==> src/rtl/cgenPkg.sv <==
package cgenPkg;
  localparam int DIV_CODE_W = 2;

  typedef logic [DIV_CODE_W-1:0] divCode_t;

  // settings handed from the register side to the counting side
  typedef struct packed {
    logic     hsFromExt;
    logic     lsFromXtal;
    logic     sysFromLow;
    divCode_t sysDiv;
    divCode_t outDiv;
  } cgenCtrl_t;
endpackage

==> src/rtl/cgenRegs.sv <==
module cgenRegs
  import cgenPkg::*;
#(
  parameter int DATA_W = 4
) (
  input  logic              clk,
  input  logic              rst_n,
  input  logic              regWe,
  input  logic              regAddr,
  input  logic [DATA_W-1:0] regWdata,
  output logic [DATA_W-1:0] regRdata,
  output cgenCtrl_t         ctrl
);
  localparam int DIVS_W = 2 * DIV_CODE_W;

  always_ff @(posedge clk) begin
    if (!rst_n) begin
      ctrl.hsFromExt  <= 1'b0;
      ctrl.lsFromXtal <= 1'b0;
      ctrl.sysFromLow <= 1'b0;
      ctrl.sysDiv     <= '1;
      ctrl.outDiv     <= '1;
    end else if (regWe) begin
      if (!regAddr) begin
        ctrl.sysDiv <= regWdata[DIV_CODE_W-1:0];
        ctrl.outDiv <= regWdata[DIVS_W-1:DIV_CODE_W];
      end else begin
        ctrl.sysFromLow <= regWdata[0];
        ctrl.hsFromExt  <= regWdata[1];
        ctrl.lsFromXtal <= regWdata[2];
      end
    end
  end

  always_comb begin
    regRdata = '0;
    if (!regAddr) begin
      regRdata[DIVS_W-1:0] = {ctrl.outDiv, ctrl.sysDiv};
    end else begin
      regRdata[2:0] = {ctrl.lsFromXtal, ctrl.hsFromExt, ctrl.sysFromLow};
    end
  end
endmodule

==> src/rtl/cgenDivider.sv <==
module cgenDivider
  import cgenPkg::*;
(
  input  logic     clk,
  input  logic     rst_n,
  input  logic     tick,
  input  divCode_t reqDiv,
  output logic     pulse
);
  localparam int CNT_W = (1 << DIV_CODE_W) - 1;

  logic [CNT_W-1:0] cnt;
  logic [CNT_W-1:0] limit;
  divCode_t         actDiv;

  always_comb limit = CNT_W'((1 << actDiv) - 1);

  assign pulse = tick && (cnt == limit);

  // a requested ratio is adopted only when the running period closes
  always_ff @(posedge clk) begin
    if (!rst_n) begin
      cnt    <= '0;
      actDiv <= '1;
    end else if (tick) begin
      if (pulse) begin
        cnt    <= '0;
        actDiv <= reqDiv;
      end else begin
        cnt <= cnt + CNT_W'(1);
      end
    end
  end
endmodule

==> src/rtl/cgenDatapath.sv <==
module cgenDatapath
  import cgenPkg::*;
#(
  parameter int LS_DIV_LOG2 = 4
) (
  input  logic      clk,
  input  logic      rst_n,
  input  logic      extTick,
  input  logic      xtalTick,
  input  cgenCtrl_t ctrl,
  output logic      hsEn,
  output logic      lsEn,
  output logic      ls2En,
  output logic      sysEn,
  output logic      outEn,
  output logic      sysOnLow
);
  logic [LS_DIV_LOG2-1:0] rcCnt;
  logic rcLs, rcLs2, xtLs;
  logic lsSelXtal, xtPhase;
  logic sysHsPulse;

  assign hsEn = ctrl.hsFromExt ? extTick : 1'b1;

  cgenDivider u_sysDiv (
    .clk(clk), .rst_n(rst_n), .tick(hsEn), .reqDiv(ctrl.sysDiv), .pulse(sysHsPulse)
  );

  cgenDivider u_outDiv (
    .clk(clk), .rst_n(rst_n), .tick(hsEn), .reqDiv(ctrl.outDiv), .pulse(outEn)
  );

  // fallback low-speed pair from the RC reference
  always_ff @(posedge clk) begin
    if (!rst_n) rcCnt <= '0;
    else        rcCnt <= rcCnt + LS_DIV_LOG2'(1);
  end

  assign rcLs  = &rcCnt;
  assign rcLs2 = &rcCnt[LS_DIV_LOG2-2:0];
  assign xtLs  = xtalTick && xtPhase;

  assign lsEn  = lsSelXtal ? xtLs     : rcLs;
  assign ls2En = lsSelXtal ? xtalTick : rcLs2;

  always_ff @(posedge clk) begin
    if (!rst_n) begin
      lsSelXtal <= 1'b0;
      xtPhase   <= 1'b0;
    end else if (lsEn && (lsSelXtal != ctrl.lsFromXtal)) begin
      lsSelXtal <= ctrl.lsFromXtal;
      xtPhase   <= 1'b0;
    end else if (xtalTick) begin
      xtPhase <= ~xtPhase;
    end
  end

  assign sysEn = sysOnLow ? lsEn : sysHsPulse;

  always_ff @(posedge clk) begin
    if (!rst_n)     sysOnLow <= 1'b0;
    else if (sysEn) sysOnLow <= ctrl.sysFromLow;
  end
endmodule

==> src/rtl/cgenClockCtrl.sv <==
module cgenClockCtrl
  import cgenPkg::*;
#(
  parameter int DATA_W      = 4,
  parameter int LS_DIV_LOG2 = 4
) (
  input  logic              clk,
  input  logic              rst_n,
  input  logic              regWe,
  input  logic              regAddr,
  input  logic [DATA_W-1:0] regWdata,
  output logic [DATA_W-1:0] regRdata,
  input  logic              extTick,
  input  logic              xtalTick,
  output logic              hsEn,
  output logic              lsEn,
  output logic              ls2En,
  output logic              sysEn,
  output logic              outEn,
  output logic              sysOnLow
);
  cgenCtrl_t ctrl;

  cgenRegs #(.DATA_W(DATA_W)) u_regs (
    .clk(clk), .rst_n(rst_n), .regWe(regWe), .regAddr(regAddr),
    .regWdata(regWdata), .regRdata(regRdata), .ctrl(ctrl)
  );

  cgenDatapath #(.LS_DIV_LOG2(LS_DIV_LOG2)) u_path (
    .clk(clk), .rst_n(rst_n), .extTick(extTick), .xtalTick(xtalTick), .ctrl(ctrl),
    .hsEn(hsEn), .lsEn(lsEn), .ls2En(ls2En), .sysEn(sysEn), .outEn(outEn),
    .sysOnLow(sysOnLow)
  );
endmodule

==> config.mk <==
export PLATFORM = sky130hd
export DESIGN_NAME = cgenClockCtrl
export DESIGN_NICKNAME = d
export VERILOG_FILES = /design/src/rtl/cgenPkg.sv /design/src/rtl/cgenRegs.sv /design/src/rtl/cgenDivider.sv /design/src/rtl/cgenDatapath.sv /design/src/rtl/cgenClockCtrl.sv
export SDC_FILE = /design/constraint.sdc
export NUM_CORES = 1
export LEC_CHECK = 0
export BUFFER_PORTS_ARGS = -buffer_cell sky130_fd_sc_hd__buf_2
export CAP_MARGIN = 30
export CORE_MARGIN = 5
export CORE_UTILIZATION = 54
export DETAILED_ROUTE_END_ITERATION = 8
export GPL_TIMING_DRIVEN = 0
export PLACE_DENSITY_LB_ADDON = 0.25
export SLEW_MARGIN = 20
export SYNTH_ARGS = -nofsm -noshare
export SYNTH_HDL_FRONTEND = slang
export SYNTH_SLANG_ARGS = --single-unit
==> constraint.sdc <==
create_clock -name clk -period 2 [get_ports clk]
set_input_delay 0.4 -clock clk [delete_from_list [all_inputs] [get_ports clk]]
set_output_delay 0.4 -clock clk [all_outputs]
set_load 0.02 [all_outputs]
### Yosys cells after proc, flatten, opt, wreduce, memory -nomap -nowiden

Index checks and enable logic that the tools add are counted.

* output and inout bits: 10
* register bits: 24
* input port bits: 10
* word-level logic and storage cells: 45

* mux-type cells: 8
* equality and inequality tests: 3
* $add $sub $neg: 5
* shift-type cells: 2
* reductions and logical operators: 11
* bitwise gates (word level): 3

Operators with widths (count)
* two-way mux 3 bit: 3
* AND reduction 2 bit: 4
* adder 3 x 1 -> 3 bit, second input constant: 2
* == test 3 bit: 2
* left shift 1 x 2 -> 3 bit, first input constant: 2
* subtractor 3 x 2 -> 3 bit, second input constant: 2
* two-way mux 1 bit: 5
* adder 4 x 1 -> 4 bit, second input constant: 1
* logical AND 1 bit: 4
* AND reduction 4 bit: 1
* inverter 1 bit: 3
* AND reduction 3 bit: 1
* OR reduction 2 bit: 1
* inequality test 1 bit: 1

### Depth between registers and ports, before layout

* word-level depth: 5
* depth in mapped cells: 5
* gate-level depth less buffers: 5

### Cells and area by module

From an unflattened synthesis, not the netlist that was laid out.

* cells, all modules: 142
* area, all modules: 1282.5 µm²

By module, submodules not included
* cgenDivider: sequential area each 100.1 µm², cells each 36, area each 314.1 µm², times used 2
* cgenRegs: sequential area each 140.1 µm², cells each 40, area each 340.3 µm², times used 1
* cgenDatapath: sequential area each 140.1 µm², cells each 30, area each 314.1 µm², times used 1

### Worst setup path after synthesis

No wires, ideal clock.

* kind: register to output
* start: reg u_path.rcCnt[0]
* end: out sysEn
* path buffers: 0
* arrival time: 1.568 ns
* data required time: 1.600 ns
* path slack: 0.032 ns
* stages on the path, launching flop included: 5
* cell sequence: dfxtp_1 > ha_1 > nand3_1 > o21ai_0 > mux2_4

* word-level cells in the longest chain between the ends: 3

Ends and longest elaborated chain
* start: declaration: line cgenDatapath.sv:18 `logic [LS_DIV_LOG2-1:0] rcCnt;`
* start signal: assignment: line cgenDatapath.sv:36 `else rcCnt <= rcCnt + LS_DIV_LOG2'(1);`
* AND reduction 4 bit: line cgenDatapath.sv:39 `assign rcLs = &rcCnt;`
* two-way mux 1 bit: line cgenDatapath.sv:43 `assign lsEn = lsSelXtal ? xtLs : rcLs;`
* net lsEn: line cgenClockCtrl.sv:16 `output logic lsEn,`
* two-way mux 1 bit: line cgenDatapath.sv:58 `assign sysEn = sysOnLow ? lsEn : sysHsPulse;`
* end: declaration: line cgenClockCtrl.sv:18 `output logic sysEn,`

The timed path passes the listed nets, and every way through them passes these cells.

### Final worst setup path

* start: reg u_path.u_sysDiv.cnt[2]
* end: out sysEn

* word-level cells in the longest chain between the ends: 3

Ends and longest elaborated chain
* start: declaration: line cgenDivider.sv:12 `logic [CNT_W-1:0] cnt;`
* start signal: assignment: line cgenDivider.sv:30 `cnt <= cnt + CNT_W'(1);`
* == test 3 bit: line cgenDivider.sv:18 `assign pulse = tick && (cnt == limit);`
* logical AND 1 bit: line cgenDivider.sv:18
* two-way mux 1 bit: line cgenDatapath.sv:58

Every way passes these cells.

==> flow_metrics.py <==
metrics = {
    "sta": {
        "worst_pin_slew_ps": 453,
        "slew_headroom": 0.698,
        "finalCriticalPeriod_ps": 2010,
        "fin_crit_sh": 1.00,
        "setup_viol_count_final": 1,
        "final_max_slew_viol_count": 0,
        "timing.fmax_ghz": 0.498,
        "setup_ws_ps": -7.33,
        "rsz0062_at_grt": "true",
        "hold_viol_final": 0,
        "fin_skew_ps": 3.33,
        "holdWs_ps": 297,
        "fin_setup_tns_ps": -7.33,
    },
    "placement": {
        "io_buffers": 18,
        "place_area_um2": 1330,
        "place_ws_ps": 167,
        "gp_congestion": 0.803,
        "hpwl_um": 1820,
    },
    "worst_setup_path": {
        "arrival_ps": 1610,
        "critPathLaunchType": "flop",
        "crit_required_ps": 1600,
        "critPathCaptureType": "output pin",
        "path_class": "reg -> out",
        "critPathMaxFanout": 6,
    },
    "floorplanning": {
        "core_area_um2": 2170,
        "initial_core_util": 0.554,
        "die-area_um2": 3270,
        "io_pins": 20,
        "placementRows": 17,
        "die_w_um": 57.2,
        "die_h_um": 57.2,
    },
    "cts": {
        "clock_sinks": 24,
        "cts-root-buf": "clkbuf_4",
        "cts_tree": "done",
        "h-tree-depth": 1,
        "cts_buffer_depth": 2,
        "clock_latency_ps": 310,
        "clk_pin_slew_ps": 130,
        "numCtsBuffers": 3,
    },
    "logic_synthesis": {
        "async_reset_ff_frac": 0,
        "netlist_area_um2": 1200,
        "synthMuxAreaShare": 0.0833,
        "synthTopCellsByArea": "dfxtp_1 (40%), nor2b_1 (7.3%), nand3_1 (5.8%)",
        "avgSynthCellArea_um2": 9.17,
        "synthDistinctLibCells": 30,
        "synth_compound_area_frac": 0.111,
        "synthAdderAreaFrac": 0.0417,
        "synth.net_count": 145,
        "seq_area_frac_synth": 0.400,
        "yosysTopAreaCell": "dfxtp_1",
        "synth_top_flop_cell": "dfxtp_1",
        "synth_top_family_by_area": "simple AND/OR/NAND/NOR gates",
        "synth-edff-count": 0,
        "synthSimpleGateAreaFrac": 0.305,
        "synth.ff_latch_count": 24,
        "synth_xor_area_frac": 0.0292,
        "synth_warnings": 0,
        "synth_top_area_frac": 0.400,
        "syn-instance-count": 131,
    },
    "final_layout": {
        "fin_area_um2": 1520,
        "layout.nets": 176,
        "num_antenna_cells": 0,
        "syn_to_final_growth_pct": 26.1,
        "postLayoutCoreUtil": 0.698,
        "drive_gt1_frac": 0.323,
    },
    "global_route": {
        "grtUsageTotal": 0.171,
        "grt_pass1_vias": 1033,
        "grt_pass1_wl_um": 4480,
        "gr-total-overflow": 0,
        "grt_antenna_before_repair": 0,
        "grt_start_max_net_pins": 15,
    },
    "routing": {
        "drc": 0,
        "routedWlPerCell_um": 13.6,
        "ant_nets": 0,
        "vias_per_cell": 5.58,
        "dr.pass1.iters": 4,
        "drt-initial-drc-count": 34,
        "wirelength_um": 2570,
        "vias": 1055,
    },
    "hold_path": {
        "min_path_type": "in -> reg",
    },
    "status": {
        "violations": "setup timing",
        "status": "finished with violations",
    },
    "power": {
        "powerDensity_nw_per_um2": 671,
        "p_leak_nw": 0.624,
        "max-vdd-ir-drop_mv": 0.554,
    },
    "job": {
        "cap_viol_max_count": 0,
    },
}
==> flip-flops by register name (all words and copies together), names as in the netlist <==
name	flops
u_path.rcCnt	4
u_path.sysOnLow	1
u_path.u_sysDiv.cnt	3
u_path.xtPhase	1
u_path.u_sysDiv.actDiv	2
u_path.u_outDiv.actDiv	2
u_path.u_outDiv.cnt	3
u_regs.ctrl	7
u_path.lsSelXtal	1
==> placed cells by master (no fill, tap or decap), drive strengths merged <==
master,count
o221a,1
mux2,5
a21oi,5
and2,3
nor3b,2
nor2b,14
o21ai,2
inv,4
xor2,1
nor4,2
dfxtp,24
mux2i,4
xnor2,3
nand4,4
o311a,1
nand4b,2
nand3,14
clkbuf,7
nand2b,3
a21boi,5
and3,2
bufinv,1
buf,27
nor3,4
a32oi,2
nor2,1
ha,4
nand2,14
==> synthesized netlist by cell type (4+ instances only) <==
cell type	instances
clkbuf_1	4
dfxtp_1	24
ha_1	4
inv_1	4
mux2_2	4
mux2i_1	4
nand2_1	14
nand3_1	14
nand4_1	4
nor2b_1	14
nor3_1	4
==> cell type report <==
cell class              instances  area [µm²]
plain buffers                   5        20.0
clock buffers                   3        22.5
clock inverters                 1        30.0
fillers                       188         654
inverters                       4        15.0
multi-input cells              98         742
flip-flops and latches         24         494
well taps                      28        35.0
repair buffers                 26         156
==> timing repair <==
action,CTS,global route
pin swaps,4,3
hold buffers,0,0
setup endpoints to repair,3,4
gates resized for setup,14,6
setup buffers,6,2
==> path summary, 6_finish.rpt <==
path,start,endpoint,slack [ps],depth (start not counted)
max,u_path.u_sysDiv.cnt[2],sysEn,-7,5
min,regWdata[3],u_regs.ctrl[1],300,3
max reg2reg,u_path.u_sysDiv.cnt[2],u_path.sysOnLow,510,6
min reg2reg,u_path.rcCnt[0],u_path.rcCnt[0],470,1
==> through the flow <==
step                      cells  power [W]
after CTS                   187    0.00102
after global routing        189    0.00107
after floorplan             131   0.000627
after global placement      177   0.000662
final                       189    0.00102
after detailed placement    177   0.000667
==> report_power, final <==
| part | internal, W | switching, W | leakage, nW |
|---|---|---|---|
| sequential | 0.000505 | 0.0000347 | 0.198 |
| clock | 0.000203 | 0.000147 | 0.0279 |
| combinational | 0.0000619 | 0.0000657 | 0.398 |
==> routing by layer <==
| layer | share of wire | GRT usage |
|---|---|---|
| met1 | 0.43 | 0.209 |
| met2 | 0.51 | 0.305 |
| met3 | 0.052 | 0.0271 |
| met4 | 0.0097 | 0.0563 |
| met5 | 0 | 0 |
==> cells by family (layout without fill, tap and decap cells) <==
logic type,after synthesis,count (layout)
xor+xnor,4,4
simple gates,65,65
fa+ha+maj,4,4
buf+inv,9,39
mux,9,9
compound gates,16,16
flops,24,24
==> critical path: stages (launching register included) <==
cell	delay (ps)
dfxtp_4	400
xnor2_2	160
a32oi_4	250
a21oi_4	90
mux2_4	260
buf_6	130
Note: power is estimated with default switching activity, not from simulation.
